[config.mk]
export PLATFORM = sky130hd
export DESIGN_NAME = modem_status_reg
export DESIGN_NICKNAME = d
export VERILOG_FILES = /design/src/rtl/msr_pkg.sv /design/src/rtl/msr_sync.sv /design/src/rtl/msr_delta.sv /design/src/rtl/msr_cts_gate.sv /design/src/rtl/modem_status_reg.sv
export SDC_FILE = /design/constraint.sdc
export NUM_CORES = 1
export LEC_CHECK = 0
export BUFFER_PORTS_ARGS = -buffer_cell sky130_fd_sc_hd__buf_4
export CAP_MARGIN = 40
export CORE_ASPECT_RATIO = 0.9
export CORE_MARGIN = 4
export CORE_UTILIZATION = 35
export CTS_CLUSTER_DIAMETER = 40
export DETAILED_ROUTE_END_ITERATION = 16
export PLACE_DENSITY = 0.72
export SLEW_MARGIN = 20
export SYNTH_ARGS = -nofsm -noshare
export SYNTH_HDL_FRONTEND = slang
export SYNTH_SLANG_ARGS = --single-unit
[constraint.sdc]
create_clock -name clk -period 1.7 [get_ports clk]
set_clock_uncertainty 0.15 [all_clocks]
set_input_delay 0.085 -clock clk [delete_from_list [all_inputs] [get_ports clk]]
set_output_delay 0.085 -clock clk [all_outputs]
set_load 0.1 [all_outputs]
[src/rtl/msr_pkg.sv]
package msr_pkg;
  localparam int NSIG = 4;
  localparam int IDX_CTS = 0;
  localparam int IDX_DSR = 1;
  localparam int IDX_RI  = 2;
  localparam int IDX_CD  = 3;
  localparam int BYTE_W  = 2 * NSIG;
  typedef logic [NSIG-1:0] sig_vec_t;
  // only the ring line flags its trailing edge (status falling)
  localparam sig_vec_t TRAIL_ONLY = sig_vec_t'(1 << IDX_RI);
endpackage

[src/rtl/msr_sync.sv]
module msr_sync #(
  parameter int W = 4,
  parameter int STAGES = 2,
  parameter logic [W-1:0] RST_VAL = '1
) (
  input  logic         clk,
  input  logic         rst,
  input  logic [W-1:0] d,
  output logic [W-1:0] q
);
  logic [STAGES-1:0][W-1:0] chain;

  always_ff @(posedge clk) begin
    if (rst) begin
      for (int i = 0; i < STAGES; i++) chain[i] <= RST_VAL;
    end else begin
      chain[0] <= d;
      for (int i = 1; i < STAGES; i++) chain[i] <= chain[i-1];
    end
  end

  assign q = chain[STAGES-1];
endmodule

[src/rtl/msr_delta.sv]
module msr_delta
  import msr_pkg::*;
#(
  parameter sig_vec_t TRAIL_MASK = TRAIL_ONLY
) (
  input  logic     clk,
  input  logic     rst,
  input  sig_vec_t stat_d,
  input  logic     rd_clr,
  output sig_vec_t stat_q,
  output sig_vec_t delta_q
);
  sig_vec_t edge_hit;

  for (genvar i = 0; i < NSIG; i++) begin : g_edge
    if (TRAIL_MASK[i]) begin : g_trail
      assign edge_hit[i] = stat_q[i] & ~stat_d[i];
    end else begin : g_both
      assign edge_hit[i] = stat_q[i] ^ stat_d[i];
    end
  end

  always_ff @(posedge clk) begin
    if (rst) begin
      stat_q  <= '0;
      delta_q <= '0;
    end else begin
      stat_q  <= stat_d;
      delta_q <= (rd_clr ? '0 : delta_q) | edge_hit;
    end
  end

  // flags are sticky until a read
  assert_sticky_R1: assert property (@(posedge clk) disable iff (rst)
    !rd_clr |=> ((delta_q & $past(delta_q)) == $past(delta_q)));

  // ring flag rises only on a falling status bit
  assert_ri_trailing_R3: assert property (@(posedge clk) disable iff (rst)
    (!$past(delta_q[IDX_RI]) && delta_q[IDX_RI]) |->
      ($past(stat_q[IDX_RI]) && !stat_q[IDX_RI]));

  // a read with no concurrent change empties the flags
  assert_read_clears_R9: assert property (@(posedge clk) disable iff (rst)
    (rd_clr && stat_d == stat_q) |=> (delta_q == '0));

  // reset empties the flags
  assert_reset_flags_R10: assert property (@(posedge clk)
    rst |=> (delta_q == '0));
endmodule

[src/rtl/msr_cts_gate.sv]
module msr_cts_gate (
  input  logic clk,
  input  logic rst,
  input  logic auto_en,
  input  logic cts_on,
  input  logic tx_busy,
  output logic tx_allow
);
  logic hold_q;

  always_ff @(posedge clk) begin
    if (rst) hold_q <= 1'b0;
    else if (!tx_busy) hold_q <= auto_en & ~cts_on;
  end

  assign tx_allow = ~hold_q;

  // gate never moves while a character is in flight
  assert_gate_stable_R8: assert property (@(posedge clk) disable iff (rst)
    tx_busy |=> $stable(tx_allow));
endmodule

[src/rtl/modem_status_reg.sv]
module modem_status_reg
  import msr_pkg::*;
#(
  parameter int SYNC_STAGES = 2
) (
  input  logic              clk,
  input  logic              rst,
  input  logic              cts_n,
  input  logic              dsr_n,
  input  logic              ri_n,
  input  logic              cd_n,
  input  logic              loopback,
  input  logic              lb_rts,
  input  logic              lb_dtr,
  input  logic              lb_aux2,
  input  logic              lb_aux3,
  input  logic              msi_en,
  input  logic              rd_stb,
  input  logic              tx_busy,
  input  logic              auto_cts_en,
  output logic [BYTE_W-1:0] rd_data,
  output logic              msi_irq,
  output logic              tx_allow
);
  sig_vec_t pin_raw, pin_sync, loop_src, stat_d, stat_q, delta_q;

  assign pin_raw  = {cd_n, ri_n, dsr_n, cts_n};
  assign loop_src = {lb_aux3, lb_aux2, lb_dtr, lb_rts};

  msr_sync #(.W(NSIG), .STAGES(SYNC_STAGES), .RST_VAL('1)) u_sync (
    .clk(clk), .rst(rst), .d(pin_raw), .q(pin_sync)
  );

  assign stat_d = loopback ? loop_src : ~pin_sync;

  msr_delta #(.TRAIL_MASK(TRAIL_ONLY)) u_delta (
    .clk(clk), .rst(rst), .stat_d(stat_d), .rd_clr(rd_stb),
    .stat_q(stat_q), .delta_q(delta_q)
  );

  msr_cts_gate u_gate (
    .clk(clk), .rst(rst), .auto_en(auto_cts_en), .cts_on(stat_d[IDX_CTS]),
    .tx_busy(tx_busy), .tx_allow(tx_allow)
  );

  assign rd_data = {stat_q, delta_q};
  assign msi_irq = msi_en & (|delta_q);

  // in loopback the state nibble tracks the control bits
  assert_loop_src_R6: assert property (@(posedge clk) disable iff (rst)
    (!$past(rst) && $past(loopback)) |-> (rd_data[BYTE_W-1:NSIG] == $past(loop_src)));

  // interrupt needs enable and a pending flag
  assert_irq_cause_R7: assert property (@(posedge clk) disable iff (rst)
    msi_irq |-> (msi_en && rd_data[NSIG-1:0] != '0));
endmodule

=== After elaboration in Yosys (flattened, before gate mapping) ===
Index checks and enable logic that the tools add are counted.

* $add $sub $neg: 0
* Multiply operators: 0
* Div/mod/pow operators: 0
* Magnitude comparators: 0
* Equal/unequal tests: 0
* Shift-type cells: 0
* Mux-type cells: 2
* Bitwise gates (word level): 11
* Reductions and logical operators: 1

{| class="wikitable"
|+ Operators with widths
! cell !! number
|-
| two-way mux 4 bit || 2
|-
| inverter 4 bit || 1
|-
| bitwise OR 4 bit || 1
|-
| OR reduction 4 bit || 1
|-
| AND 1 bit || 3
|-
| inverter 1 bit || 3
|-
| XOR 1 bit || 3
|}

* Register bits after elaboration: 17
* Latch bits: 0
* Memory bits (writable): 0
* Memory bits (read-only): 0
* Input port bits: 15
* Output and inout port bits: 10
* Memories: 0

=== Logic depth before layout (Yosys ltp) ===
* Depth in word-level cells: 5
* Gate-level depth with buffers: 4
* Gate-level depth less buffers: 3

=== Hierarchy ===
A second synthesis with hierarchy kept.

* Cells, all modules: 58
* Area total of the unflattened synthesis: 593.1 um^2

{| class="wikitable"
|+ By module, submodules not included
! module !! times used !! cells an instance !! area an instance (um^2) !! sequential area each (um^2)
|-
| msr_delta || 1 || 24 || 265.3 || 160.2
|-
| msr_sync || 1 || 20 || 240.2 || 160.2
|-
| modem_status_reg || 1 || 9 || 46.3 || 0.0
|-
| msr_cts_gate || 1 || 5 || 41.3 || 20.0
|}

=== Least setup slack after synthesis ===
No wires, ideal clock.

* Path kind: reg2out
* Start point: reg u_delta.delta_q[1]
* End point: out msi_irq
* Data arrival time: 1.921 ns
* Required time: 1.465 ns
* Slack: -0.456 ns
* Cell stages (with the launch flop): 2
* Cells stage by stage: dfxtp_1 o41a_1

* Cells in the longest elaborated chain, start to end: 2

{| class="wikitable"
|+ Ends and longest elaborated chain
! what !! RTL line !! source
|-
| from (decl) || msr_delta.sv:11 || <nowiki>output sig_vec_t delta_q</nowiki>
|-
| from (signal assigned) || msr_delta.sv:29 || <nowiki>delta_q <= (rd_clr ? '0 : delta_q) | edge_hit;</nowiki>
|-
| OR reduction 4 bit || modem_status_reg.sv:47 || <nowiki>assign msi_irq = msi_en & (|delta_q);</nowiki>
|-
| AND 1 bit || modem_status_reg.sv:47 ||
|-
| to (decl) || modem_status_reg.sv:22 || <nowiki>output logic msi_irq,</nowiki>
|}

No other way between the ends.

=== Worst setup path after layout ===
* Start point: in rst
* End point: reg u_sync.chain[1] (netlist name)

{| class="wikitable"
|+ RTL lines
! what !! RTL line !! source
|-
| from (decl) || modem_status_reg.sv:7 || <nowiki>input logic rst,</nowiki>
|-
| to (decl) || msr_sync.sv:11 || <nowiki>logic [STAGES-1:0][W-1:0] chain;</nowiki>
|}

No word-level cell between the ends.

==> summary.md <==
| Metric | Value |
|---|---|
| CTS resizes | 0 |
| Die W | about 52 µm |
| Worst-margin pin slew | 0.356 ns |
| CP Capture Type | register |
| #FFs+latches synth | 17 |
| Initial cell density of the core | about 37% |
| CORE AREA | 1660 µm² |
| Post-synthesis cell count | 62 |
| Antenna violations before repair | 0 |
| Vias per std cell | 4.37 |
| Root buffer cell | clkbuf_4 |
| Row cnt | 14 |
| Final setup vio count | 0 |
| Cts hold-fix bufs | 15 |
| Fin. Hold Viols | 0 |
| RSZ-0062 raised after global routing | false |
| Met2 Usage GRT | around a quarter |
| Min Clock Period, post-route | about 1.7 ns |
| Largest net degree at the start of global routing | 18 |
| DPL Wire Length | around 880 µm |
| Clock sinks | 17 |
| Synth async-reset ratio | 0% |
| Cell Pwr Density | 895 nW/µm² |
| Post-synthesis instance area | 616 µm² |
| Crit path required time | ~1.7 ns |
| Global Route met1 Usage | 11.5% |
| Top_reg_cell synth | dfxtp_1 |
| Pre-Repair DR Iteration Count | 4 |
| Global route hottest layer | met2 |
| Reg clk slew, reported paths | approximately 0.09 ns |
| DRT Wirelength | around 1400 µm |
| Die H | ~48 µm |
| Clock latency on the worst-skew pair | around 0.29 ns |
| Critical path arrival | approximately 1.7 ns |
| Num ports | 25 |
| Yosys warnings | 0 |
| Fin crit share | 98.1% |
| Setup TNS | 0 ns |
| EDFF count, synth | 0 |
| Crit start category | primary input |
| Post-route DRC | 0 |
| Crit-path max FO | 17 |
| Routed WL per cell | 11.1 µm |
| Outcome | finished, final reports clean |
| GRT Util Overall | ~12% |
| Diodes inserted | 0 |
| Grt total ovfl | 0 |
| Pleak | 0.427 nW |
| Post-route ant nets | 0 |
| Mapped Nets | a little under 80 |
| Synth top area share | between 50% and 60% |
| Wire length of the first global-routing pass | approximately 2200 µm |
| Synth unique cells | 17 |
| Post-CTS setup buffers | 0 |
| Max VDD drop | 0.391 mV |
| Fmax | 0.600 GHz |
| Gpl congestion | around 0.71 |
| Avg Inst Size Synth | around 9.9 µm² |
| Seq/Total Area, Yosys | 55.3% |
| Post-synth top cells | dfxtp_1 (17), nor2b_1 (9), or2_2 (8) |
| Rel. slew slack | between 70% and 80% |
| DR iter-0 viols | 3 |
| Most numerous cell in the Yosys netlist | dfxtp_1 |
| Final Max Tran Viols | 0 |
| Leading area contributor after synthesis | dfxtp_1 |
| Total power | ~0.89 mW |
| CTS buffer count | 3 |
| Area Overhead vs Synth | 61.2% |
| TritonCTS clock tree | yes |
| Synth top area cells | dfxtp_1 (55%), nor2b_1 (9.1%), or2_2 (8.1%), a211oi_1 (3.7%), nand2_1 (3.0%) |
| Max Cap Viol | 0 |
| Hold WC Path Type | primary input to register |
| Min Hold Slack | around 0.014 ns |
| Share of layout cells above drive strength 1 | between 30 and 40% |
| Die area | 2490 µm² |
| Critical path type | primary input to register |
| H-tree levels | 1 |
| Vias in the first global route | 536 |
| DR vias | ~560 |
| Net count, final | ~120 |
| Met3 global-route usage | 4.05% |
| Clk buf depth | 2 |
| Input/output buffers | 24 |
==> through the flow <==
| step | worst slack [ns] | cells | instance area (µm²) | util (%) |
|---|---|---|---|---|
| floorplan | 0.139 | 62 | 622 | - |
| global placement | 0.456 | 108 | 816 | 49.0 |
| detailed placement | 0.455 | 108 | 816 | 49.0 |
| CTS | 0.0808 | 127 | 992 | 59.6 |
| global route | 0.0427 | 127 | 992 | 59.6 |
| finish | 0.0331 | 127 | 992 | 59.6 |
==> logic make-up after synthesis <==
logic type,Yosys count,share of synthesized area [%]
flip-flops,17,55.3
AO/OA/AOI/OAI,11,12.4
buffers and inverters,4,3.86
AND/OR/NAND/NOR,30,28.5
==> state kept, by name, summed over array words and instances, names as in the netlist <==
register,cells
u_gate.hold_q,1
u_delta.stat_q,4
u_sync.q,4
u_sync.chain,4
u_delta.delta_q,4
==> cells in the final DEF (no fill, tap or decap) <==
master	count
nor2_1	4
dlygate4sd3_1	15
buf_4	24
dfxtp_1	13
dfxtp_2	4
a21oi_1	2
a2111oi_0	1
inv_1	2
a211oi_1	3
nor4b_1	2
clkbuf_1	1
o21ai_0	3
nor2b_1	9
a32oi_1	1
or2_1	1
or2_2	8
nand4bb_1	1
clkbuf_4	3
nand2_1	5
o41a_2	1
==> routing by layer <==
layer  wire (µm)  part of all wire, %  vias to the layer above
li1            -                    -                      294
met1         595                   42                      244
met2         720                   51                       17
met3          92                  6.5                        0
met4           0                    0                        0
met5           0                    0                        -
==> where the power goes <==
part	internal, mW	total (mW)	leakage [nW]	switching (mW)
clock	0.0911	0.212	0.0150	0.121
sequential	0.422	0.432	0.142	0.0109
combinational	0.0871	0.243	0.270	0.156
total	0.600	0.888	0.427	0.288
==> cell type report <==
type                       count  area (µm²)
clock buffer                   4        26.3
fill                         154         672
inverter                       2        7.51
multi-input combinational     41         253
sequential                    17         345
tap                           24        30.0
timing repair buffer          39         330
==> path summary, 6_finish.rpt <==
check	startpoint	end	cells past startpoint	slack, ns
min	lb_dtr	u_delta.delta_q[1]	4	0.01
max reg2reg	u_sync.q[0]	u_gate.hold_q	4	0.24
max	rst	u_sync.chain[1]	4	0.03
min reg2reg	u_sync.chain[3]	u_sync.q[3]	1	0.25
==> critical path, stage by stage <==
cell and delay (ns):
dlygate4sd3_1 0.54, buf_4 0.19, or2_2 0.30, dlygate4sd3_1 0.56
Power figures use the tool's default switching activity.
